### src/rtl/bscan_pkg.sv
package bscan_pkg;

    localparam int CELLS_PER_PIN = 3;
    localparam int OP_W          = 3;

    localparam logic [OP_W-1:0] OP_EXTEST = 3'b000;
    localparam logic [OP_W-1:0] OP_SAMPLE = 3'b001;
    localparam logic [OP_W-1:0] OP_CLAMP  = 3'b010;
    localparam logic [OP_W-1:0] OP_HIGHZ  = 3'b011;
    localparam logic [OP_W-1:0] OP_BYPASS = 3'b111;

    typedef struct packed {
        logic cap;
        logic shf;
        logic upd;
    } strobe_t;

    typedef struct packed {
        logic oe;
        logic dout;
        logic din;
    } pin_bits_t;

    typedef struct packed {
        logic scan_sel;
        logic use_latch;
        logic force_off;
    } route_t;

    function automatic logic op_scans(input logic [OP_W-1:0] code);
        return (code == OP_EXTEST) || (code == OP_SAMPLE);
    endfunction

    function automatic logic op_latch_drive(input logic [OP_W-1:0] code);
        return (code == OP_EXTEST) || (code == OP_CLAMP);
    endfunction

    function automatic logic op_drivers_off(input logic [OP_W-1:0] code);
        return code == OP_HIGHZ;
    endfunction

endpackage

### src/rtl/bscan_cell.sv
module bscan_cell
    import bscan_pkg::*;
(
    input  logic    clk,
    input  logic    rst,
    input  strobe_t strb,
    input  logic    pi,
    input  logic    si,
    output logic    so,
    output logic    po
);

    logic shift_q;
    logic hold_q;

    always_ff @(posedge clk) begin
        if (rst)
            shift_q <= 1'b0;
        else if (strb.cap)
            shift_q <= pi;
        else if (strb.shf)
            shift_q <= si;
    end

    always_ff @(negedge clk) begin
        if (rst)
            hold_q <= 1'b0;
        else if (strb.upd)
            hold_q <= shift_q;
    end

    assign so = shift_q;
    assign po = hold_q;

endmodule

### src/rtl/bscan_pin.sv
module bscan_pin
    import bscan_pkg::*;
(
    input  logic      clk,
    input  logic      rst,
    input  strobe_t   strb,
    input  pin_bits_t sys,
    input  logic      si,
    output pin_bits_t sh,
    output pin_bits_t lat
);

    logic [CELLS_PER_PIN-1:0] pi_v;
    logic [CELLS_PER_PIN-1:0] si_v;
    logic [CELLS_PER_PIN-1:0] so_v;
    logic [CELLS_PER_PIN-1:0] po_v;

    assign pi_v[0] = sys.oe;
    assign pi_v[1] = sys.dout;
    assign pi_v[2] = sys.din;

    for (genvar c = 0; c < CELLS_PER_PIN; c++) begin : g_cell
        if (c == CELLS_PER_PIN - 1) begin : g_top
            assign si_v[c] = si;
        end else begin : g_link
            assign si_v[c] = so_v[c+1];
        end
        bscan_cell u_cell (
            .clk  (clk),
            .rst  (rst),
            .strb (strb),
            .pi   (pi_v[c]),
            .si   (si_v[c]),
            .so   (so_v[c]),
            .po   (po_v[c])
        );
    end

    assign sh.oe    = so_v[0];
    assign sh.dout  = so_v[1];
    assign sh.din   = so_v[2];
    assign lat.oe   = po_v[0];
    assign lat.dout = po_v[1];
    assign lat.din  = po_v[2];

endmodule

### src/rtl/bscan_ctrl.sv
module bscan_ctrl
    import bscan_pkg::*;
(
    input  logic [OP_W-1:0] op,
    input  logic            capture_dr,
    input  logic            shift_dr,
    input  logic            update_dr,
    output strobe_t         strb,
    output route_t          route
);

    always_comb begin
        route.scan_sel  = op_scans(op);
        route.use_latch = op_latch_drive(op);
        route.force_off = op_drivers_off(op);
        strb.cap = capture_dr & route.scan_sel;
        strb.shf = shift_dr & ~capture_dr & route.scan_sel;
        strb.upd = update_dr & route.scan_sel;
    end

endmodule

### src/rtl/bscan_padmux.sv
module bscan_padmux
    import bscan_pkg::*;
#(
    parameter int N_PINS = 4
) (
    input  route_t            route,
    input  logic [N_PINS-1:0] core_out,
    input  logic [N_PINS-1:0] core_oe,
    input  logic [N_PINS-1:0] pad_in,
    input  logic [N_PINS-1:0] lat_out,
    input  logic [N_PINS-1:0] lat_oe,
    input  logic [N_PINS-1:0] lat_in,
    output logic [N_PINS-1:0] pad_out,
    output logic [N_PINS-1:0] pad_oe,
    output logic [N_PINS-1:0] core_in
);

    always_comb begin
        if (route.force_off) begin
            pad_out = '0;
            pad_oe  = '0;
            core_in = pad_in;
        end else if (route.use_latch) begin
            pad_out = lat_out;
            pad_oe  = lat_oe;
            core_in = lat_in;
        end else begin
            pad_out = core_out;
            pad_oe  = core_oe;
            core_in = pad_in;
        end
    end

endmodule

### src/rtl/bscan_pins.sv
module bscan_pins
    import bscan_pkg::*;
#(
    parameter int N_PINS = 4
) (
    input  logic              clk,
    input  logic              rst,
    input  logic              capture_dr,
    input  logic              shift_dr,
    input  logic              update_dr,
    input  logic [2:0]        op,
    input  logic              tdi,
    input  logic [N_PINS-1:0] core_out,
    input  logic [N_PINS-1:0] core_oe,
    input  logic [N_PINS-1:0] pad_in,
    output logic [N_PINS-1:0] pad_out,
    output logic [N_PINS-1:0] pad_oe,
    output logic [N_PINS-1:0] core_in,
    output logic              tdo,
    output logic              tdo_valid
);

    localparam int CHAIN_LEN = N_PINS * CELLS_PER_PIN;

    strobe_t   strb;
    route_t    route;
    pin_bits_t sys_a [N_PINS];
    pin_bits_t sh_a  [N_PINS];
    pin_bits_t lat_a [N_PINS];
    logic [N_PINS:0]        link;
    logic [N_PINS-1:0]      lat_out;
    logic [N_PINS-1:0]      lat_oe;
    logic [N_PINS-1:0]      lat_in;
    logic [CHAIN_LEN-1:0]   sh_vec;

    bscan_ctrl u_ctrl (
        .op         (op),
        .capture_dr (capture_dr),
        .shift_dr   (shift_dr),
        .update_dr  (update_dr),
        .strb       (strb),
        .route      (route)
    );

    assign link[N_PINS] = tdi;

    for (genvar k = 0; k < N_PINS; k++) begin : g_pin
        assign sys_a[k].oe   = core_oe[k];
        assign sys_a[k].dout = core_out[k];
        assign sys_a[k].din  = pad_in[k];

        bscan_pin u_pin (
            .clk  (clk),
            .rst  (rst),
            .strb (strb),
            .sys  (sys_a[k]),
            .si   (link[k+1]),
            .sh   (sh_a[k]),
            .lat  (lat_a[k])
        );

        assign link[k]  = sh_a[k].oe;
        assign lat_oe[k]  = lat_a[k].oe;
        assign lat_out[k] = lat_a[k].dout;
        assign lat_in[k]  = lat_a[k].din;
        assign sh_vec[CELLS_PER_PIN*k]     = sh_a[k].oe;
        assign sh_vec[CELLS_PER_PIN*k + 1] = sh_a[k].dout;
        assign sh_vec[CELLS_PER_PIN*k + 2] = sh_a[k].din;
    end

    bscan_padmux #(.N_PINS(N_PINS)) u_mux (
        .route    (route),
        .core_out (core_out),
        .core_oe  (core_oe),
        .pad_in   (pad_in),
        .lat_out  (lat_out),
        .lat_oe   (lat_oe),
        .lat_in   (lat_in),
        .pad_out  (pad_out),
        .pad_oe   (pad_oe),
        .core_in  (core_in)
    );

    assign tdo       = link[0];
    assign tdo_valid = route.scan_sel;

endmodule

### config.mk
export PLATFORM = sky130hd
export DESIGN_NAME = bscan_pins
export DESIGN_NICKNAME = d
export VERILOG_FILES = /design/src/rtl/bscan_pkg.sv /design/src/rtl/bscan_cell.sv /design/src/rtl/bscan_pin.sv /design/src/rtl/bscan_ctrl.sv /design/src/rtl/bscan_padmux.sv /design/src/rtl/bscan_pins.sv
export SDC_FILE = /design/constraint.sdc
export NUM_CORES = 1
export LEC_CHECK = 0
export BUFFER_PORTS_ARGS = -buffer_cell sky130_fd_sc_hd__buf_2
export CAP_MARGIN = 20
export CORE_MARGIN = 2
export CORE_UTILIZATION = 45
export CTS_CLUSTER_DIAMETER = 120
export DETAILED_ROUTE_END_ITERATION = 8
export PLACE_DENSITY_LB_ADDON = 0.15
export SLEW_MARGIN = 10
export SYNTH_ARGS = -nofsm -noshare
export SYNTH_HDL_FRONTEND = slang
export SYNTH_SLANG_ARGS = --single-unit
### constraint.sdc
create_clock -name clk -period 1.3 [get_ports clk]
set_clock_uncertainty 0.05 [all_clocks]
set_input_delay 0.13 -clock clk [delete_from_list [all_inputs] [get_ports clk]]
set_output_delay 0.13 -clock clk [all_outputs]
set_load 0.02 [all_outputs]
# Word-level counts from Yosys, hierarchy flattened
# Cells that the tools add are included.
# Widths: inputs -> output; s select.
word_totals:
  reg_bits: 24
  input_bits: 21
  output_inout_bits: 14
  elab_cells: 66
classes:
  n_eq_ne: 3
  mux: 30
  bitwise: 5
  reduce_logical: 4
ops:
  columns: ["op", "n"]
  rows:
  - ["$mux 1", 24]
  - ["$mux 4", 6]
  - ["$eq 3x2->1 const B", 2]
  - ["$and 1x1->1", 4]
  - ["$eq 3x1->1 const B", 1]
  - ["$logic_not 3->1", 1]
  - ["$logic_or 1x1->1", 2]
  - ["$reduce_bool 2->1", 1]
  - ["$not 1->1", 1]

# Logic depth before layout (Yosys ltp)
# Gate-level depths: netlist of run 1.
logic_depth:
  word_depth: 5
  ltp_mapped: 4
  mapped_depth_nobuf: 3

# Modules after synthesis
# A second synthesis of run 1 with hierarchy kept.
unflattened:
  cells_unflattened: 137
  hier_area_um2: 1316.3
by_module_without_submodules:
  columns: ["mod", "instances", "cells_per_inst", "area_per_inst_um2", "seq_area_each_um2"]
  rows:
  - ["bscan_cell", 12, 9, 90.1, 40.0]
  - ["bscan_padmux", 1, 23, 187.7, 0.0]
  - ["bscan_ctrl", 1, 6, 47.5, 0.0]

==> results of run 1 <==
[flip-flops by register name, indices dropped and copies added, names as in the netlist]
signal and count:
g_pin.u_pin.g_cell.u_cell.po 12, g_pin.u_pin.g_cell.u_cell.so 12
[layer usage]
metal  vias to the layer above  track usage [%]
met5                         -                0
met4                         0             3.65
met3                         2             3.69
met2                        29             41.2
met1                       582             28.5
li1                        589                -
[worst max-delay path, cell delays in order, from the launching register on]
cell and delay, ns:
dfxtp_2 0.32, mux2_4 0.26, buf_6 0.13
[cells in the mapped netlist]
master / instances
o21ai_2: 1
buf_6: 3
dfxtp_1: 24
o21ai_1: 3
o22ai_1: 2
nor3b_4: 1
inv_1: 14
nand2b_1: 1
nor2_4: 1
nor2_1: 13
o21ai_0: 7
a22o_1: 8
or3b_1: 9
mux2i_1: 12
a21o_2: 1
clkinv_1: 1
a221oi_1: 2
a221oi_2: 10
clkbuf_1: 2
mux2_2: 4
or3b_2: 1
buf_2: 4
[area by class of cell]
cell class / instances / area, sq um
timing repair buffer: 64 / 494
fill: 216 / 802
sequential: 24 / 499
clock buffer: 3 / 22.5
tap: 31 / 38.8
multi-input combinational: 76 / 747
inverter: 14 / 52.6
clock inverter: 13 / 53.8
[worst max-delay path by stage]
stage | start | end | slack (ns)
after global routing | g_pin[3].u_pin.g_cell[2].u_cell.po | core_in[3] | -0.68
after detailed placement | op[2] | g_pin[2].u_pin.g_cell[1].u_cell.po | -0.49
final | g_pin[3].u_pin.g_cell[2].u_cell.po | core_in[3] | -0.63
after CTS | g_pin[3].u_pin.g_cell[2].u_cell.po | core_in[3] | -0.63
after floorplan | op[2] | g_pin[0].u_pin.g_cell[1].u_cell.po | -0.32
after global placement | op[2] | g_pin[2].u_pin.g_cell[1].u_cell.po | -0.42
[power groups by stage]
stage,Sequential (mW),Combinational (mW),Clock [mW]
2_1_floorplan,0.800,0.242,0.0614
4_1_cts,0.786,0.456,0.534
6_report,0.787,0.460,0.523
5_1_grt,0.790,0.494,0.596
3_3_place_gp,0.800,0.397,0.0614
3_5_place_dp,0.800,0.408,0.0614
[per-stage QoR]
step	utilization (%)	setup TNS [ns]	hold slack, ns	setup WS [ns]
after detailed placement	62.6	-8.56	0.434	-0.492
after floorplan	-	-4.52	0.146	-0.315
after CTS	69.7	-7.55	0.0702	-0.626
after global placement	62.6	-7.73	0.416	-0.418
after global routing	70.4	-8.14	0.0865	-0.679
final	70.4	-7.44	0.0827	-0.626
[repair_timing]
item / CTS / global route
setup endpoints to repair: 25 / 25
gates resized for setup: 41 / 7
gates cloned: 0 / 0
buffers inserted: 1 / 1
pin swaps: 1 / 1
[cell families (layout without fill, tap and decap cells)]
| family | count (synthesis) | after routing | synth area share [%] |
|---|---|---|---|
| compound gates | 34 | 34 | 25.3 |
| buf+inv | 24 | 94 | 9.38 |
| flops | 24 | 24 | 38.3 |
| mux | 16 | 16 | 13.2 |
| simple gates | 26 | 26 | 13.8 |
==> run_results.csv, run 1 <==
group,metric,value,unit
drt,drc,0,
global_route,grt-ovfl-total,0,
yosys,syn_area,0.00125,sq mm
layout,layout_common_cells,"buf_4 (28), inv_1 (25), buf_2 (20)",
clocking,tritoncts,"built",
floorplanning,dieHeight,56.8,um
yosys,netlist_instances,124,
drt,wl_met1,1500,um
yosys,syn_nets,145,
yosys,ys_seq_area_share,38.3,%
global_route,grt_pass1_vias,1245,
hold_path,min_path_type,"in2reg",
critical_path,worstPathRequired,1.12,ns
power,p_total,1.77,mW
run,cap_violations,0,
drt,wl_met2,1740,um
critical_path,rr_startpoint,"g_pin[2].u_pin.g_cell[1].u_cell.so",
timing,maxSlewViolCount,0,
power,pwr-share-comb,26.0,%
power,power-per-cell-area,928,mW/mm^2
power,clockPowerShare,29.5,%
place,io_buffers,34,
yosys,avgSynthCellArea,10.1,sq um
timing,worstMarginPinSlew,0.829,ns
critical_path,crit_fanout,2,
clocking,clkTransAtPathRegs,0.15,ns
clocking,clk_latency,0.33,ns
layout,antenna_cells,0,
hold_path,whs_path_depth,3,
power,power.leakage,0.884,nW
place,gp_congestion,0.792,
yosys,yosysTopAreaCell,"dfxtp_1",
timing,finalSetupViolCount,21,
global_route,grt_pass1_wl,5660,um
yosys,ys_seq_elements,24,
timing,worst_slack,-0.626,ns
run_status,violations,"negative setup slack",
drt,dr_wl_met3,109,um
run_status,status,"finished, violations left",
critical_path,r2r_cells,2,
drt,vias,1202,
clocking,cts_hold_buf,0,
power,cell_internal_pwr,1.18,mW
layout,final_nets,216,
critical_path,rr_endpoint,"g_pin[2].u_pin.g_cell[1].u_cell.po",
critical_path,cp-end-kind,"output port",
drt,wirelength,3370,um
power,seqPwrFrac,44.5,%
hold_path,worstHoldStart,"core_out[3]",
drt,first_pass_iters,4,
place,dp.cells,208,
critical_path,critPathKind,"reg2out",
layout,drive_gt1_share,57.2,%
yosys,synth_area_leaders,"dfxtp_1 (38%), a221oi_2 (12%), mux2i_1 (9.6%)",
drt,drtIter0Drc,35,
layout,areaGrowthSynthToFinish,52.2,%
yosys,yosysWarningCount,0,
global_route,antenna_found_initial,0,
hold_path,holdPathEnd,"g_pin[3].u_pin.g_cell[1].u_cell.so",
floorplanning,die_area,0.00322,sq mm
timing,relSlewSlack,44.7,%
place,hpwl,2440,um
power,vdd_ir_drop_max,0.954,mV
critical_path,reg2reg_slack,-0.02,ns
place,place_area,0.00170,sq mm
timing,rsz0062_at_grt,"true",
power,switchingPower,0.588,mW
drt,drtAntennaViolNets,0,
timing,hold_viol,0,
yosys,synth_top_area_share,38.3,%
power,power_switching_share,33.2,%
global_route,grt_max_degree,20,
floorplanning,core_area,0.00271,sq mm
global_route,gr-usage-all-layers,22.7,%
yosys,yosysUniqueCellTypes,22,
drt,wl_per_cell,15.0,um
critical_path,startpoint_type,"flip-flop",
critical_path,cp.arrival,1.75,ns
floorplanning,start_util,46.3,%
floorplanning,io-pin-count,35,
drt,viasPerCell,5.34,
drt,top_layer_used,"met4",
clocking,clk_path_buf_depth,2,
layout,final_common_cell,"buf_4",
clocking,clock-sinks,24,
floorplanning,die_w,56.8,um
clocking,cts-root-buf,"clkbuf_4",
floorplanning,rows,19,
clocking,cts_buffers,3,
clocking,htreeDepth,1,
layout,final_area,0.00191,sq mm
layout,stdcell_count,225,
Power figures use the tool's default switching activity.
==> run 2: changes to the inputs <==
- CORE_UTILIZATION: 45 -> 25
==> run 2 against run 1 <==
Effect of this change:
- the run still ends with negative setup slack left
- highest routed layer unchanged
- first-iteration DRC count is 20% lower
- register-to-register slack improved by 0.05 ns
- via count is 0.92% lower
- die area up 74%
- power rose by 5.3%
- largest power group unchanged
- utilization shrank 29 points
==> run_results.csv, run 2 (synthesized netlist as in run 1, its figures left out) <==
group,metric,value,unit
run_status,status,"finished, violations left",
run_status,violations,"negative setup slack",
drt,dr_wl_met3,118,um
layout,areaGrowthSynthToFinish,58.1,%
timing,worstMarginPinSlew,0.824,ns
layout,layout_common_cells,"buf_4 (27), inv_1 (25), buf_2 (20)",
floorplanning,die_w,74.8,um
clocking,cts_buffers,3,
floorplanning,die_area,0.00560,sq mm
drt,drc,0,
clocking,cts-root-buf,"clkbuf_8",
layout,final_util,41.4,%
drt,top_layer_used,"met4",
place,post-place-ws,-0.445,ns
layout,stdcell_count,262,
layout,fillers,480,
critical_path,cp.arrival,1.69,ns
timing,worst_slack,-0.574,ns
power,p_total,1.86,mW
drt,wl_met2,1900,um
place,hpwl,2730,um
floorplanning,core_area,0.00479,sq mm
drt,first_pass_iters,4,
critical_path,worstPathRequired,1.12,ns
floorplanning,io-pin-count,35,
run,cap_violations,0,
critical_path,startpoint_type,"flip-flop",
power,power-per-cell-area,941,mW/mm^2
clocking,clk_latency,0.27,ns
clocking,htreeDepth,1,
drt,wl_per_cell,13.7,um
global_route,antenna_found_initial,0,
global_route,grt-ovfl-total,0,
drt,vias,1191,
timing,rsz0062_at_grt,"true",
layout,drive_gt1_share,53.3,%
critical_path,critPathKind,"reg2out",
power,vdd_ir_drop_max,0.417,mV
drt,drtAntennaViolNets,0,
floorplanning,start_util,26.2,%
critical_path,cp-end-kind,"output port",
global_route,grt_pass1_vias,1229,
timing,relSlewSlack,45.1,%
critical_path,cp_slowest_stage_delay,0.32,ns
clocking,clock-sinks,24,
hold_path,min_path_type,"in2reg",
drt,wirelength,3600,um
place,dp.cells,247,
clocking,tritoncts,"built",
place,io_buffers,34,
global_route,grt_pass1_wl,5850,um
timing,hold_viol,0,
place,gp_congestion,0.807,
global_route,gr-usage-all-layers,13.8,%
drt,wl_met1,1550,um
floorplanning,rows,25,
floorplanning,dieHeight,74.8,um
critical_path,crit_fanout,2,
drt,viasPerCell,4.55,
power,power.leakage,0.896,nW
layout,antenna_cells,0,
clocking,clk_path_buf_depth,2,
drt,drtIter0Drc,28,
layout,final_common_cell,"buf_4",
clocking,clkTransAtPathRegs,0.09,ns
layout,final_nets,217,
timing,maxSlewViolCount,0,
critical_path,slowest_stage,"dfxtp_2",
critical_path,worstPathCellList,"mux2_4 > buf_6",
global_route,grt_max_degree,21,
clocking,post_cts_buffers,0,
clocking,cts_hold_buf,0,
timing,finalSetupViolCount,24,
[run 2: cell types whose count changed in the layout (fill, tap and decap cells not counted), moves of 2 or more]
| cell | delta |
|---|---|
| dfxtp_1 | +6 |
| dfxtp_2 | -6 |
| clkbuf_8 | +3 |
| clkbuf_4 | -3 |
| buf_12 | +2 |
[run 2: worst paths after layout]
check / start / to / slack [ns] / cells past startpoint
worst max-delay path: g_pin[3].u_pin.g_cell[2].u_cell.po / core_in[3] / -0.57 / 2
worst min-delay path: core_out[3] / g_pin[3].u_pin.g_cell[1].u_cell.so / 0.14 / 3
worst max register to register: g_pin[1].u_pin.g_cell[1].u_cell.so / g_pin[1].u_pin.g_cell[1].u_cell.po / 0.03 / 2
worst min register to register: g_pin[0].u_pin.g_cell[2].u_cell.so / g_pin[0].u_pin.g_cell[2].u_cell.so / 0.43 / 2
[run 2: per-stage QoR]
| step | hold slack (ns) | area, sq um | TNS [ns] |
|---|---|---|---|
| floorplan | 0.146 | 1340 | -4.52 |
| global placement | 0.409 | 1790 | -7.94 |
| detailed placement | 0.421 | 1790 | -8.20 |
| CTS | 0.134 | 1980 | -7.15 |
| global route | 0.148 | 1980 | -8.12 |
| finish | 0.139 | 1980 | -6.99 |
[run 2: report_power, final]
| part | leakage, nW | switching [mW] | internal (mW) |
|---|---|---|---|
| sequential | 0.200 | 0.0187 | 0.769 |
| clock | 0.0867 | 0.350 | 0.268 |
| combinational | 0.610 | 0.214 | 0.245 |
[run 2: final cells by class]
cell class | instances | area, sq um | share of cell area (%)
multi-input combinational | 76 | 741 | 37.4
timing repair buffer | 65 | 523 | 26.4
sequential | 24 | 492 | 24.8
tap | 67 | 83.8 | 4.23
inverter | 14 | 52.6 | 2.65
clock buffer | 4 | 45.0 | 2.27
clock inverter | 12 | 45.0 | 2.27
[run 2: what timing repair did]
action | in CTS | in global routing
gates resized for setup | 36 | 1
pin swaps | 2 | 2
setup endpoints to repair | 24 | 24
[run 2: worst max-delay path, delay by kind of cell (launching register included)]
| family | cells | cell delay, ns |
|---|---|---|
| DFF | 1 | 0.32 |
| buffers and inverters | 1 | 0.13 |
| muxes | 1 | 0.26 |
[run 2: per-layer routing]
metal	GRT usage [%]	up-vias
li1	-	597
met3	2.68	2
met1	17.5	572
met4	3.97	0
met5	0	-
met2	24.1	20
